[src/rtl/cmp_timer_pkg.sv]
package cmp_timer_pkg;
  // register byte offsets inside the channel window
  localparam int unsigned OFS_CTRL = 0;
  localparam int unsigned OFS_MODE = 1;
  localparam int unsigned OFS_IOC  = 2;
  localparam int unsigned OFS_IEN  = 4;
  localparam int unsigned OFS_STAT = 5;
  localparam int unsigned OFS_CNT  = 6;
  localparam int unsigned OFS_CMPA = 8;

  // control field codes
  localparam logic [2:0] CLR_SRC_CMPA = 3'd1;
  localparam logic [3:0] MODE_NORMAL  = 4'h0;
  localparam int unsigned PSC_CODES   = 4;  // internal divider codes 0..3

  typedef struct packed {
    logic [2:0] clr_src;
    logic [1:0] cnt_edge;
    logic [2:0] psc_sel;
  } ctrl_t;
endpackage

[src/rtl/cmp_timer_prescale.sv]
module cmp_timer_prescale #(
  parameter int PS_W = 6
) (
  input  logic       clk,
  input  logic       rst,
  input  logic       run,
  input  logic       enable,
  input  logic [2:0] sel,
  output logic       tick
);
  import cmp_timer_pkg::*;

  logic [PS_W-1:0] ps_q;
  logic [PS_W-1:0] mask;
  logic            sel_ok;

  // divide by 4**sel: tick when the low 2*sel bits are all ones
  always_comb begin
    sel_ok = (int'(sel) < PSC_CODES);
    mask   = '0;
    for (int i = 0; i < PS_W; i++) begin
      if (i < 2 * int'(sel[1:0])) mask[i] = 1'b1;
    end
  end

  assign tick = run && enable && sel_ok && ((ps_q & mask) == mask);

  // held at zero while stopped so the phase restarts on each start
  always_ff @(posedge clk) begin
    if (rst || !run) ps_q <= '0;
    else if (enable && sel_ok) ps_q <= ps_q + 1'b1;
  end
endmodule

[src/rtl/cmp_timer_counter.sv]
module cmp_timer_counter #(
  parameter int CNT_W = 16
) (
  input  logic             clk,
  input  logic             rst,
  input  logic             tick,
  input  logic             wr_en,
  input  logic [CNT_W-1:0] wr_val,
  input  logic [CNT_W-1:0] cmp_val,
  input  logic             clr_on_match,
  output logic [CNT_W-1:0] cnt_q,
  output logic             match
);
  logic at_cmp;

  assign at_cmp = (cnt_q == cmp_val);
  // a counter write in the same cycle suppresses the event
  assign match  = tick && !wr_en && at_cmp;

  always_ff @(posedge clk) begin
    if (rst) cnt_q <= '0;
    else if (wr_en) cnt_q <= wr_val;
    else if (tick) begin
      if (at_cmp && clr_on_match) cnt_q <= '0;
      else cnt_q <= cnt_q + 1'b1;
    end
  end

  assert_cnt_write_R11: assert property (@(posedge clk) disable iff (rst)
    wr_en |=> cnt_q == $past(wr_val));

  assert_clear_on_match_R6: assert property (@(posedge clk) disable iff (rst)
    (tick && !wr_en && clr_on_match && cnt_q == cmp_val) |=> cnt_q == '0);

  assert_wrap_R6: assert property (@(posedge clk) disable iff (rst)
    (tick && !wr_en && !clr_on_match && cnt_q == {CNT_W{1'b1}}) |=> cnt_q == '0);
endmodule

[src/rtl/cmp_timer_regs.sv]
module cmp_timer_regs #(
  parameter int ADDR_W    = 5,
  parameter int CNT_W     = 16,
  parameter int REG_W     = 8,
  parameter int START_W   = 8,
  parameter int START_OFS = 16,
  parameter int CH_IDX    = 0
) (
  input  logic              clk,
  input  logic              rst,
  input  logic              bus_wr,
  input  logic              bus_rd,
  input  logic [ADDR_W-1:0] bus_addr,
  input  logic [CNT_W-1:0]  bus_wdata,
  output logic [CNT_W-1:0]  bus_rdata,
  input  logic [CNT_W-1:0]  cnt_i,
  input  logic              match_i,
  output logic [REG_W-1:0]  ctrl_o,
  output logic [REG_W-1:0]  mode_o,
  output logic [REG_W-1:0]  ien_o,
  output logic [CNT_W-1:0]  cmpa_o,
  output logic              cnt_wr_o,
  output logic [CNT_W-1:0]  cnt_wdata_o,
  output logic              run_o,
  output logic              flag_o
);
  import cmp_timer_pkg::*;

  localparam logic [ADDR_W-1:0] A_CTRL  = ADDR_W'(OFS_CTRL);
  localparam logic [ADDR_W-1:0] A_MODE  = ADDR_W'(OFS_MODE);
  localparam logic [ADDR_W-1:0] A_IOC   = ADDR_W'(OFS_IOC);
  localparam logic [ADDR_W-1:0] A_IEN   = ADDR_W'(OFS_IEN);
  localparam logic [ADDR_W-1:0] A_STAT  = ADDR_W'(OFS_STAT);
  localparam logic [ADDR_W-1:0] A_CNT   = ADDR_W'(OFS_CNT);
  localparam logic [ADDR_W-1:0] A_CMPA  = ADDR_W'(OFS_CMPA);
  localparam logic [ADDR_W-1:0] A_START = ADDR_W'(START_OFS);

  logic [REG_W-1:0]   ctrl_q, mode_q, ioc_q, ien_q;
  logic [CNT_W-1:0]   cmpa_q;
  logic [START_W-1:0] start_q;
  logic               flag_q, armed_q;
  logic               stat_wr, stat_rd, clr_req;
  logic [CNT_W-1:0]   rd_mux;

  assign stat_wr = bus_wr && (bus_addr == A_STAT);
  assign stat_rd = bus_rd && (bus_addr == A_STAT);
  assign clr_req = stat_wr && !bus_wdata[0] && armed_q;

  always_ff @(posedge clk) begin
    if (rst) begin
      ctrl_q  <= '0;
      mode_q  <= '0;
      ioc_q   <= '0;
      ien_q   <= '0;
      cmpa_q  <= '0;
      start_q <= '0;
    end else if (bus_wr) begin
      case (bus_addr)
        A_CTRL:  ctrl_q  <= bus_wdata[REG_W-1:0];
        A_MODE:  mode_q  <= bus_wdata[REG_W-1:0];
        A_IOC:   ioc_q   <= bus_wdata[REG_W-1:0];
        A_IEN:   ien_q   <= bus_wdata[REG_W-1:0];
        A_CMPA:  cmpa_q  <= bus_wdata;
        A_START: start_q <= bus_wdata[START_W-1:0];
        default: ;
      endcase
    end
  end

  // compare flag: a new match wins and cancels a pending read
  always_ff @(posedge clk) begin
    if (rst) begin
      flag_q  <= 1'b0;
      armed_q <= 1'b0;
    end else begin
      if (match_i) flag_q <= 1'b1;
      else if (clr_req) flag_q <= 1'b0;

      if (match_i) armed_q <= 1'b0;
      else if (stat_rd) armed_q <= flag_q;
      else if (stat_wr) armed_q <= 1'b0;
    end
  end

  always_comb begin
    rd_mux = '0;
    case (bus_addr)
      A_CTRL:  rd_mux[REG_W-1:0]   = ctrl_q;
      A_MODE:  rd_mux[REG_W-1:0]   = mode_q;
      A_IOC:   rd_mux[REG_W-1:0]   = ioc_q;
      A_IEN:   rd_mux[REG_W-1:0]   = ien_q;
      A_STAT:  rd_mux[0]           = flag_q;
      A_CNT:   rd_mux              = cnt_i;
      A_CMPA:  rd_mux              = cmpa_q;
      A_START: rd_mux[START_W-1:0] = start_q;
      default: ;
    endcase
  end

  always_ff @(posedge clk) begin
    if (rst) bus_rdata <= '0;
    else if (bus_rd) bus_rdata <= rd_mux;
  end

  assign ctrl_o      = ctrl_q;
  assign mode_o      = mode_q;
  assign ien_o       = ien_q;
  assign cmpa_o      = cmpa_q;
  assign cnt_wr_o    = bus_wr && (bus_addr == A_CNT);
  assign cnt_wdata_o = bus_wdata;
  assign run_o       = start_q[CH_IDX];
  assign flag_o      = flag_q;

  assert_flag_set_R7: assert property (@(posedge clk) disable iff (rst)
    match_i |=> flag_q);

  assert_flag_clear_R8: assert property (@(posedge clk) disable iff (rst)
    $fell(flag_q) |-> $past(stat_wr && !bus_wdata[0]));
endmodule

[src/rtl/cmp_timer_chan.sv]
module cmp_timer_chan #(
  parameter int ADDR_W    = 5,
  parameter int CNT_W     = 16,
  parameter int REG_W     = 8,
  parameter int START_W   = 8,
  parameter int START_OFS = 16,
  parameter int CH_IDX    = 0,
  parameter int PS_W      = 6
) (
  input  logic              clk,
  input  logic              rst,
  input  logic              bus_wr,
  input  logic              bus_rd,
  input  logic [ADDR_W-1:0] bus_addr,
  input  logic [CNT_W-1:0]  bus_wdata,
  output logic [CNT_W-1:0]  bus_rdata,
  output logic              irq
);
  import cmp_timer_pkg::*;

  logic [REG_W-1:0] ctrl_raw, mode_raw, ien_raw;
  logic [CNT_W-1:0] cmpa, cnt, cnt_wdata;
  logic             cnt_wr, run, flag, tick, match;
  logic             normal_mode, clr_on_a;
  ctrl_t            ctrl;

  cmp_timer_regs #(
    .ADDR_W(ADDR_W), .CNT_W(CNT_W), .REG_W(REG_W),
    .START_W(START_W), .START_OFS(START_OFS), .CH_IDX(CH_IDX)
  ) u_regs (
    .clk(clk), .rst(rst),
    .bus_wr(bus_wr), .bus_rd(bus_rd), .bus_addr(bus_addr),
    .bus_wdata(bus_wdata), .bus_rdata(bus_rdata),
    .cnt_i(cnt), .match_i(match),
    .ctrl_o(ctrl_raw), .mode_o(mode_raw), .ien_o(ien_raw), .cmpa_o(cmpa),
    .cnt_wr_o(cnt_wr), .cnt_wdata_o(cnt_wdata),
    .run_o(run), .flag_o(flag)
  );

  assign ctrl        = ctrl_t'(ctrl_raw[7:0]);
  assign normal_mode = (mode_raw[3:0] == MODE_NORMAL);
  assign clr_on_a    = (ctrl.clr_src == CLR_SRC_CMPA);

  cmp_timer_prescale #(.PS_W(PS_W)) u_psc (
    .clk(clk), .rst(rst), .run(run), .enable(normal_mode),
    .sel(ctrl.psc_sel), .tick(tick)
  );

  cmp_timer_counter #(.CNT_W(CNT_W)) u_cnt (
    .clk(clk), .rst(rst), .tick(tick),
    .wr_en(cnt_wr), .wr_val(cnt_wdata),
    .cmp_val(cmpa), .clr_on_match(clr_on_a),
    .cnt_q(cnt), .match(match)
  );

  assign irq = flag && ien_raw[0];

  assert_stopped_hold_R3: assert property (@(posedge clk) disable iff (rst)
    (!run && !cnt_wr) |=> $stable(cnt));

  assert_mode_hold_R5: assert property (@(posedge clk) disable iff (rst)
    (!normal_mode && !cnt_wr) |=> $stable(cnt));
endmodule

[config.mk]
export PLATFORM = sky130hd
export DESIGN_NAME = cmp_timer_chan
export DESIGN_NICKNAME = d
export VERILOG_FILES = /design/src/rtl/cmp_timer_pkg.sv /design/src/rtl/cmp_timer_prescale.sv /design/src/rtl/cmp_timer_counter.sv /design/src/rtl/cmp_timer_regs.sv /design/src/rtl/cmp_timer_chan.sv
export SDC_FILE = /design/constraint.sdc
export NUM_CORES = 1
export LEC_CHECK = 0
export BUFFER_PORTS_ARGS = -buffer_cell sky130_fd_sc_hd__clkbuf_2
export CELL_PAD_IN_SITES_DETAIL_PLACEMENT = 1
export CELL_PAD_IN_SITES_GLOBAL_PLACEMENT = 2
export CORE_MARGIN = 2
export CORE_UTILIZATION = 35
export CTS_CLUSTER_DIAMETER = 150
export DETAILED_ROUTE_END_ITERATION = 10
export GPL_TIMING_DRIVEN = 0
export HOLD_SLACK_MARGIN = 0.02
export PLACE_DENSITY = 0.84
export RECOVER_POWER = 50
export SLEW_MARGIN = 25
export SYNTH_ARGS = -nofsm -noshare
export SYNTH_HDL_FRONTEND = slang
export SYNTH_SLANG_ARGS = --single-unit
[constraint.sdc]
create_clock -name clk -period 2.7 [get_ports clk]
set_input_delay 0.27 -clock clk [delete_from_list [all_inputs] [get_ports clk]]
set_output_delay 0.27 -clock clk [all_outputs]
set_load 0.05 [all_outputs]
; ---- Word-level counts from Yosys, hierarchy flattened
; Cells that the tools add are included.
; W data, S select, Z words.
[totals]
ff_bits = 96
in_bits = 25
output_inout_bits = 17
wordCells = 76
[op_classes]
n_addsub = 2
order_cmp = 7
eq_ne = 10
n_mux = 16
bitwise = 1
reduce_logical = 29
[op_table]
columns = operator, count
row1 = $pmux W7 S7, 1
row2 = $mux W16, 3
row3 = $add A16 B1 Y16 const B, 1
row4 = $eq A16 B16 Y1, 1
row5 = $pmux W8 S2, 1
row6 = $eq A5 B3 Y1 const B, 3
row7 = $logic_and A1 B1 Y1, 13
row8 = $reduce_and A2 Y1, 6
row9 = $mux W1, 10
row10 = $pmux W1 S8, 1
row11 = $add A6 B1 Y6 const B, 1
row12 = $and A6 B6 Y6, 1
row13 = $eq A6 B6 Y1, 1
row14 = $lt A1 B3 Y1 const A, 2
row15 = $lt A2 B3 Y1 const A, 2
row16 = $lt A3 B3 Y1 const A, 2
row17 = $reduce_bool A2 Y1, 3
row18 = $eq A5 B1 Y1 const B, 1
row19 = $eq A5 B2 Y1 const B, 1
row20 = $eq A5 B4 Y1 const B, 1
row21 = $eq A5 B5 Y1 const B, 1
row22 = $logic_not A5 Y1, 1
row23 = $logic_not A4 Y1, 1
row24 = $eq A3 B1 Y1 const B, 1
row25 = other kinds (4), 6

; ---- Longest topological paths before layout
; Gate-level depths: netlist (run 1).
[depth]
depth_word = 8
mapped_depth = 8

; ---- Cells and area by module
; From an unflattened synthesis (run 1), not the netlist that was laid out.
[unflattened]
cells_unflattened = 563
hier_area_um2 = 5149.9
[by_module_without_submodules]
columns = module, instances, cells_per_inst, area_each_um2
row1 = cmp_timer_regs, 1, 377, 3609.7
row2 = cmp_timer_counter, 1, 145, 1208.7
row3 = cmp_timer_prescale, 1, 38, 305.3
row4 = cmp_timer_chan, 1, 3, 26.3

; ---- Least setup slack after synthesis (run 1)
; No wires, ideal clock.
[synth_path]
path_type = register to register
startpoint = reg u_cnt.cnt_q[10]
endpoint = reg u_cnt.cnt_q[13]
setup_time_ns = 0.132
t_arrival_ns = 1.832
required_ns = 2.568
path_slack_ns = 0.736
path_stages_with_launch = 8
path_cell_list = dfxtp_1 > clkbuf_1 > xnor2_1 > nand4_1 > nor4_2 > nand2_1 > a32oi_1 > a21oi_1
[synth_via]
elab_chain_cells = 5
[synth_lines]
columns = item, line
row1 = from (decl), cmp_timer_counter.sv:11  ; output logic [CNT_W-1:0] cnt_q,
row2 = from (signal assigned), cmp_timer_counter.sv:22  ; else if (wr_en) cnt_q <= wr_val;
row3 = from (signal assigned), cmp_timer_counter.sv:25  ; else cnt_q <= cnt_q + 1'b1;
row4 = "parallel branches: the longest is 2 deep, another holds $add A16 B1 Y16", n/a
row5 = $mux W16 (*), cmp_timer_counter.sv:24  ; if (at_cmp && clr_on_match) cnt_q <= '0;
row6 = $mux W16 (*), cmp_timer_counter.sv:23  ; else if (tick) begin
row7 = $mux W16 (*), cmp_timer_counter.sv:22
; Every way passes the cells marked *. The select of a mux whose other input is x is not followed.
; A chain may end at the register's enable or synchronous reset.

; ---- Worst setup path in the final report (run 1)
[layout_path]
startpoint = reg u_regs.mode_q[0], in the netlist u_regs.mode_o[0]
endpoint = reg u_cnt.cnt_q[8]
[layout_via]
elab_chain_cells = 5
[layout_lines]
columns = item, line
row1 = from (decl), cmp_timer_regs.sv:38  ; logic [REG_W-1:0] ctrl_q, mode_q, ioc_q, ien_q;
row2 = from (signal assigned), cmp_timer_regs.sv:60  ; A_MODE: mode_q <= bus_wdata[REG_W-1:0];
row3 = $logic_not A4 Y1, cmp_timer_chan.sv:41  ; assign normal_mode = (mode_raw[3:0] == MODE_NORMAL);
row4 = $logic_and A1 B1 Y1 (3 in series), cmp_timer_prescale.sv:26  ; assign tick = run && enable && sel_ok && ((ps_q & mask) == mask);
row5 = $reduce_bool A2 Y1 (no source line), n/a
; Every way passes these cells.

==> flow_metrics.tcl, run 1 <==
set metrics [dict create \
    globalplace.congestion 0.817 \
    firstDrtPassIters 5 \
    clk_latency_ns 0.35 \
    cts_made_buffers 9 \
    grt_pass1_wl_mm 26.4 \
    cts_sinks 96 \
    yosysMostFrequentCell "dfxtp_1" \
    worstPathMaxFanout 10 \
    routed_via_density 5.73 \
    critPathCaptureType "flip-flop" \
    synth_top_cell_by_area "dfxtp_1" \
    crit_type "reg2reg" \
    wirelength_mm 16.8 \
    p_leak_nw 1.60 \
    gr-usage-all-layers_pct 24.4 \
    post-cts-setup-buffers 0 \
    setup_tns_ns 0 \
    hold_violations 0 \
    synth.area.top_cells "dfxtp_1, a21oi_1, nand3_1, nand2_1, a22oi_1" \
    htreeDepth 3 \
    die_h_microns 118 \
    ys_types 46 \
    detail-route-antenna-nets 0 \
    met2_usage_pct 38.2 \
    synth_nets 602 \
    port_buffers 38 \
    drt_iter0_drc 377 \
    setup_viol 0 \
    cts_tree "yes" \
    hold_buffers 0 \
    slowest_stage "or4_1" \
    post_drt_wl_per_cell_microns 21.0 \
    status "complete, no violations" \
    core_area_sq_mm 0.0127 \
    vdd_drop_max_uv 238 \
    netlist_area_sq_mm 0.00456 \
    synth_top_area_share_pct 42.1 \
    start_util_pct 36.0 \
    grt_pass1_vias 4526 \
    rsz0062_at_grt "false" \
    grt-ovfl-total 0 \
    busiest_layer "met2" \
    crit_family "simple AND/OR/NAND/NOR gates" \
    worst_slack_ns 0.196 \
    power.density_mw_per_mm2 568 \
    postSynthCellCount 575 \
    synth.yosys.warnings 0 \
    pin_count 42 \
    clock_path_buffers 2 \
    drive_gt1_share_pct 7.34 \
    chipWidth_microns 118 \
    post-dp-hpwl_mm 12.1 \
    via_count 4575 \
    cts_resized 0 \
    grt_max_degree 15 \
    n_antenna_cell 0 \
    drc_errors 0 \
    ctsRootBufferMaster "clkbuf_16" \
    n_fill_cell 1607 \
    synth-seq-area-share_pct 42.1 \
    die_area_sq_mm 0.0140 \
    antenna_found_initial 0 \
    min_period_ns 2.50 \
    arrival_ns 2.72 \
    core.rowCount 41 \
    ys_ff_latch 96 \
    fin_worst_skew_ns 0.00787 \
    place_ws_ns 0.0565 \
    synthArstFlopShare_pct 0 \
    max_freq_mhz 399 \
    period_share_pct 92.7 \
    met3_usage_pct 4.15 \
    slowest_delay_ns 0.63 \
    drv_cap 0 \
    synth_edf_count 0 \
    path_buf_inv 1 \
    path_clk_slew_ns 0.07 \
    ys.flop_type "dfxtp_1" \
    nNetsFinal 651 \
    area_delta_synth_final_pct 15.0 \
    use_met1_pct 34.6 \
    syn_avg_cell_area_sq_um 7.94 \
    relSlewSlack_pct 40.0 \
    start_kind "flip-flop" \
    critPathRequiredTime_ns 2.92 \
    hold_path_class "in2reg" \
    slew_violations 0 \
    crit_chain "or4_1, nor2_2, a31oi_1, clkbuf_1, a22oi_1, a21oi_1" \
    synth.top_cells.by_count "dfxtp_1, a21oi_1, nand2_1" \
    tightest_slew_ns 0.898 \
]
## final cells by class
class | instances | area (sq um) | share of cell area (%)
Clock buffer | 11 | 253 | 4.82
Sequential cell | 96 | 1920 | 36.6
Buffer | 44 | 171 | 3.27
Multi-Input combinational cell | 429 | 2450 | 46.8
Inverter | 6 | 22.5 | 0.429
Clock inverter | 3 | 42.5 | 0.811
Timing Repair Buffer | 38 | 166 | 3.17
Tap cell | 172 | 215 | 4.10
## layout by cell type (no fill, tap or decap), types with 6 or more instances in the layout
master | Yosys | final
xnor2_1 | 21 | 21
a211oi_1 | 10 | 10
inv_1 | 6 | 6
a22oi_1 | 36 | 36
nand4_1 | 7 | 7
clkbuf_2 | 1 | 20
nand3_1 | 70 | 70
nor3_1 | 9 | 9
clkbuf_1 | 37 | 58
nor2_1 | 32 | 32
a21oi_1 | 82 | 82
nand2_1 | 82 | 82
nor2b_1 | 7 | 7
a222oi_1 | 8 | 8
clkbuf_16 | 0 | 9
dfxtp_1 | 96 | 96
## state kept, by name, indices dropped and copies added (netlist names)
register	flops
u_cnt.cnt_q	16
u_regs.bus_rdata	16
u_regs.cmpa_o	16
u_regs.ctrl_o	8
u_regs.ien_o	8
u_regs.ioc_q	8
u_regs.mode_o	8
u_regs.start_q	8
u_psc.ps_q	6
u_regs.armed_q	1
u_regs.flag_o	1
## per-layer routing
layer | wire [microns] | up-vias
met5 | 0 | -
met4 | 281 | 0
met3 | 882 | 25
met2 | 7740 | 131
met1 | 7850 | 2246
li1 | - | 2173
## stage by stage
step | total power (W) | instances | hold WS (ns) | utilization, % | area, sq um
2_1_floorplan | 0.00159 | 575 | 0.417 | - | 4560
3_3_place_gp | 0.00168 | 785 | 0.442 | 39.2 | 4970
3_5_place_dp | 0.00168 | 785 | 0.450 | 39.2 | 4970
4_1_cts | 0.00299 | 799 | 0.167 | 41.5 | 5260
5_1_grt | 0.00308 | 799 | 0.181 | 41.4 | 5250
6_report | 0.00298 | 799 | 0.172 | 41.4 | 5250
## cells by family (layout without fill, tap and decap cells)
kind of cell	Yosys count	after routing	synth area share [%]
flops	96	96	42.1
simple gates	239	239	25.6
xor+xnor	26	26	4.99
mux	2	2	0.439
compound gates	160	160	22.0
buf+inv	50	102	4.30
fa+ha+maj	2	2	0.548
## path summary, 6_finish.rpt
path / startpoint / endpoint / depth (start not counted) / slack [ns]
worst max-delay path: u_regs.mode_o[0] / u_cnt.cnt_q[8] / 6 / 0.20
worst min-delay path: bus_wdata[14] / u_regs.cmpa_o[14] / 3 / 0.17
worst max register to register: u_regs.mode_o[0] / u_cnt.cnt_q[8] / 6 / 0.20
worst min register to register: u_regs.ctrl_o[3] / u_regs.ctrl_o[3] / 2 / 0.46
## where the power goes
part | internal, W | total, W | switching (W)
sequential | 0.00143 | 0.00144 | 0.0000117
clock | 0.000758 | 0.00133 | 0.000570
combinational | 0.0000510 | 0.000213 | 0.000162
## worst reg2reg max path, cell delays in order (launching register included)
cell and delay [ns]:
dfxtp_1 0.35, or4_1 0.63, nor2_2 0.36, a31oi_1 0.37
clkbuf_1 0.35, a22oi_1 0.23, a21oi_1 0.09
Note: power is estimated with default switching activity, not from simulation.
==> run 2, diff against run 1 <==
- ABC_AREA: not set -> 1
- CORE_UTILIZATION: 35 -> 33
- GPL_ROUTABILITY_DRIVEN: not set -> 0
==> flow_metrics.tcl, run 2 <==
set metrics [dict create \
    status "complete, no violations" \
    final_cell_mix "nand2_1, inv_1, dfxtp_1, a21oi_1, o21ai_0" \
    post-cts-setup-buffers 0 \
    syn_avg_cell_area_sq_um 6.73 \
    rsz0062_at_grt "false" \
    drive_gt1_share_pct 8.29 \
    post-dp-hpwl_mm 13.4 \
    chipWidth_microns 125 \
    netlist_area_sq_mm 0.00484 \
    hold_path_class "in2reg" \
    core.rowCount 44 \
    grt_pass1_wl_mm 27.5 \
    arrival_ns 2.41 \
    p_leak_nw 2.05 \
    synth.top_cells.by_count "nand2_1, dfxtp_1, inv_1" \
    cts_tree "yes" \
    start_util_pct 33.5 \
    max_freq_mhz 468 \
    start_kind "flip-flop" \
    power.density_mw_per_mm2 526 \
    ys_ff_latch 96 \
    whs_path_depth 3 \
    routed_via_density 5.15 \
    drc_errors 0 \
    hold_buffers 0 \
    die_h_microns 125 \
    tightest_slew_ns 0.654 \
    ys_types 30 \
    antenna_found_initial 0 \
    drt_iter0_drc 244 \
    vdd_drop_max_uv 281 \
    cts_sinks 96 \
    cp-startpoint "u_regs.mode_o[1]" \
    period_share_pct 79.1 \
    yosysMostFrequentCell "nand2_1" \
    slowest_delay_ns 0.53 \
    synth_top_area_share_pct 39.7 \
    core_area_sq_mm 0.0144 \
    synth.area.top_cells "dfxtp_1, nand2_1, a21oi_1, o21ai_0, inv_1" \
    ys.flop_type "dfxtp_1" \
    grt_max_degree 14 \
    synth_edf_count 0 \
    cts_made_buffers 9 \
    slew_violations 0 \
    grt_pass1_vias 5116 \
    die_area_sq_mm 0.0156 \
    synth.yosys.warnings 0 \
    setup_viol 0 \
    crit_chain "inv_1, nand4_1, nor2_1, nand3_2, nor2_2, nand3_1, a21oi_1" \
    clock_path_buffers 2 \
    area_delta_synth_final_pct 12.4 \
    wirelength_mm 17.4 \
    setup_tns_ns 0 \
    r2r_start "u_regs.mode_o[1]" \
    postSynthCellCount 719 \
    worst_slack_ns 0.564 \
    n_antenna_cell 0 \
    fin_worst_skew_ns 0.00674 \
    path_clk_slew_ns 0.07 \
    port_buffers 39 \
    critPathCaptureType "flip-flop" \
    min_from "bus_wdata[11]" \
    synth_nets 746 \
    min_period_ns 2.14 \
    gr-usage-all-layers_pct 22.5 \
    synth-seq-area-share_pct 39.7 \
    r2r_setup_slack_ns 0.56 \
    pin_count 42 \
    final_common_cell "nand2_1" \
    nNetsFinal 796 \
    clk_latency_ns 0.35 \
    ctsRootBufferMaster "clkbuf_16" \
    worstPathMaxFanout 9 \
    cts_resized 0 \
    htreeDepth 3 \
    place_ws_ns 0.809 \
    synth_top_cell_by_area "dfxtp_1" \
    firstDrtPassIters 6 \
    synthArstFlopShare_pct 0 \
    via_count 4920 \
    relSlewSlack_pct 56.2 \
    final_core_util_pct 37.7 \
    critPathRequiredTime_ns 2.97 \
    reg2reg_depth 7 \
    hold_violations 0 \
    grt-ovfl-total 0 \
    post_drt_wl_per_cell_microns 18.2 \
    detail-route-antenna-nets 0 \
    drv_cap 0 \
    crit_type "reg2reg" \
    slowest_stage "nor2_1" \
]
[run 2: changes by cell type after synthesis, moves of 10 or more]
cell | previous run | this run
clkbuf_1 | 37 | 14
nand2_1 | 82 | 140
a22oi_1 | 36 | 0
o22ai_1 | 0 | 13
xnor2_1 | 21 | 0
nand3_1 | 70 | 24
inv_2 | 0 | 20
a211oi_1 | 10 | 0
inv_1 | 6 | 96
nor2_1 | 32 | 62
o21ai_0 | 5 | 85
[run 2: worst paths after layout]
path                       endpoint
setup / recovery      u_regs.flag_o
hold / removal    u_regs.cmpa_o[11]
setup reg to reg      u_regs.flag_o
hold reg to reg     u_regs.ien_o[2]
[run 2: kinds of logic (layout without fill, tap and decap cells)]
| family | count (synthesis) | in the layout | synth area share (%) |
|---|---|---|---|
| buffers and inverters | 143 | 196 | 11.7 |
| AOI/OAI and AO/OA | 209 | 209 | 22.8 |
| adders and majority gates | 2 | 2 | 0.517 |
| DFF | 96 | 96 | 39.7 |
| xor gates and xnor gates | 9 | 9 | 1.63 |
| and+or+nand+nor | 260 | 260 | 23.6 |
[run 2: cell type report]
type | instances | area (sq um)
multi-input cells | 480 | 2300
plain buffers | 25 | 109
repair buffers | 39 | 173
flip-flops and latches | 96 | 1920
clock inverters | 1 | 5.00
fillers | 1895 | 8990
clock buffers | 13 | 250
inverters | 118 | 445
well taps | 184 | 230
[run 2: critical path, delay by kind of cell (launching register included)]
family | cells | cell delay [ns]
buffers and inverters | 1 | 0.10
and+or+nand+nor | 5 | 1.48
AOI/OAI and AO/OA | 1 | 0.17
DFF | 1 | 0.30
[run 2: through the flow]
| stage | hold slack (ns) | area (sq um) | cells | total power, W |
|---|---|---|---|---|
| 2_1_floorplan | 0.398 | 4840 | 719 | 0.00161 |
| 3_3_place_gp | 0.439 | 5260 | 942 | 0.00170 |
| 3_5_place_dp | 0.446 | 5260 | 942 | 0.00170 |
| 4_1_cts | 0.225 | 5520 | 956 | 0.00288 |
| 5_1_grt | 0.267 | 5440 | 956 | 0.00296 |
| 6_report | 0.245 | 5440 | 956 | 0.00286 |
[run 2: layer usage]
layer	GRT usage, %	vias up	share of wire [%]
met3	2.87	21	2.7
met5	0	-	0
met2	36.1	79	45
met4	8.30	0	2.0
met1	31.1	2387	50
li1	-	2433	-
[run 2: report_power, final]
group          internal (W)  leakage, nW  total (W)  switching, W
Sequential          0.00144        0.776    0.00145     0.0000130
Clock              0.000640        0.126    0.00120      0.000555
Combinational     0.0000519         1.15   0.000214      0.000162
==> run 3, diff against run 2 <==
- ABC_AREA: 1 -> 0
- CORE_UTILIZATION: 33 -> 32
- PLACE_DENSITY: 0.84 -> 0.81
- clock period: 2.7 -> 1.9 ns (I/O delays scaled with it)
==> flow_metrics.tcl, run 3 (synthesized netlist as in run 1, its figures left out) <==
set metrics [dict create \
    drc_errors 0 \
    core_area_sq_mm 0.0139 \
    post_drt_wl_per_cell_microns 21.9 \
    violations "negative setup slack" \
    detail-route-antenna-nets 0 \
    setup_viol 14 \
    tightest_slew_ns 0.754 \
    period_share_pct 109 \
    critPathCaptureType "flip-flop" \
    grt_max_degree 17 \
    grt_pass1_vias 4644 \
    worst_slack_ns -0.165 \
    core.rowCount 43 \
    grt-ovfl-total 0 \
    slew_violations 0 \
    routed_via_density 5.80 \
    fin_worst_skew_ns 0.00824 \
    area_delta_synth_final_pct 26.7 \
    seqCellArea_sq_mm 0.00195 \
    drt_iter0_drc 425 \
    r2r_setup_slack_ns -0.17 \
    grt_pass1_wl_mm 27.4 \
    cts_sinks 96 \
    hold_ws_ns 0.0875 \
    hold_path_class "in2reg" \
    firstDrtPassIters 7 \
    antenna_found_initial 0 \
    via_count 4806 \
    start_kind "flip-flop" \
    clk_latency_ns 0.36 \
    cts_made_buffers 9 \
    n_fill_cell 1671 \
    final_cells 829 \
    chipWidth_microns 123 \
    cts_tree "yes" \
    drive_gt1_share_pct 20.8 \
    power.density_mw_per_mm2 749 \
    wirelength_mm 18.2 \
    final_cell_mix "dfxtp_1, nand2_1, a21oi_1, nand3_1, clkbuf_1" \
    multi_input_area_sq_mm 0.00271 \
    final_common_cell "dfxtp_1" \
    die_h_microns 123 \
    pin_count 42 \
    status "finished with violations" \
    relSlewSlack_pct 49.7 \
    gr-usage-all-layers_pct 24.2 \
    ctsRootBufferMaster "clkbuf_16" \
    clock_path_buffers 2 \
    crit_type "reg2reg" \
    arrival_ns 2.33 \
    n_antenna_cell 0 \
    nNetsFinal 672 \
    htreeDepth 3 \
    start_util_pct 32.9 \
    drv_cap 0 \
    max_freq_mhz 484 \
    die_area_sq_mm 0.0152 \
    min_period_ns 2.07 \
    worstPathMaxFanout 5 \
    post-dp-hpwl_mm 12.4 \
    p_leak_nw 1.82 \
    place_inst 793 \
    critPathRequiredTime_ns 2.16 \
    hold_violations 0 \
    path_clk_slew_ns 0.07 \
    port_buffers 38 \
    vdd_drop_max_uv 400 \
    rsz0062_at_grt "true" \
    hold_buffers 0 \
]
[run 3: changes by cell type in the layout (fill, tap and decap cells not counted), sizes merged, moves of 10 or more]
cell	change
inv	-108
o21ai	-89
nand3	+41
a22oi	+36
xnor2	+21
a211oi	+10
o22ai	-13
nor2	-40
buf	+26
nand2	-60
[run 3: final timing paths]
check,from,to,cells past startpoint
worst max-delay path,u_regs.mode_o[3],u_cnt.cnt_q[11],7
worst min-delay path,bus_wdata[14],u_regs.cmpa_o[14],3
worst max register to register,u_regs.mode_o[3],u_cnt.cnt_q[11],7
worst min register to register,u_regs.start_q[3],u_regs.start_q[3],2
[run 3: metal layers]
layer,global-route usage (%),share of wire [%],vias up
li1,-,-,2231
met1,32.6,45,2397
met2,39.7,48,148
met3,3.04,4.5,30
met4,8.66,2.0,0
met5,0,0,-
[run 3: where the power goes]
group	internal [W]	total, W	switching (W)
sequential	0.00202	0.00204	0.0000208
clock	0.00106	0.00193	0.000869
combinational	0.000103	0.000356	0.000253
[run 3: repair_timing]
item	4_1_cts	5_1_grt
cloned	3	0
gates resized for setup	48	40
setup buffers	16	10
pin swaps	11	17
setup endpoints to repair	78	74
[run 3: through the flow]
step	utilization, %	power, W	area (sq um)	TNS (ns)	worst slack, ns
final	41.6	0.00433	5780	-0.982	-0.165
after global routing	41.6	0.00447	5780	-4.18	-0.233
after CTS	40.5	0.00433	5620	-0.859	-0.117
after detailed placement	36.0	0.00240	4990	-41.93	-0.621
after global placement	36.0	0.00239	4990	-37.37	-0.582
after floorplan	-	0.00226	4580	0	0.0304
[run 3: layout make-up]
cell class | instances | area share, %
plain buffers | 36 | 2.92
clock buffers | 10 | 4.13
clock inverters | 5 | 1.10
inverters | 6 | 0.390
multi-input cells | 431 | 46.9
flip-flops and latches | 96 | 33.8
well taps | 180 | 3.90
repair buffers | 65 | 6.82
[run 3: critical path, cell delays in order, from the launching register on]
cell and delay [ns]:
dfxtp_2 0.32, or4_4 0.56, nor2_4 0.17, buf_6 0.12, nand4b_4 0.20, a21oi_4 0.28, nand3b_1 0.12, a31oi_1 0.20
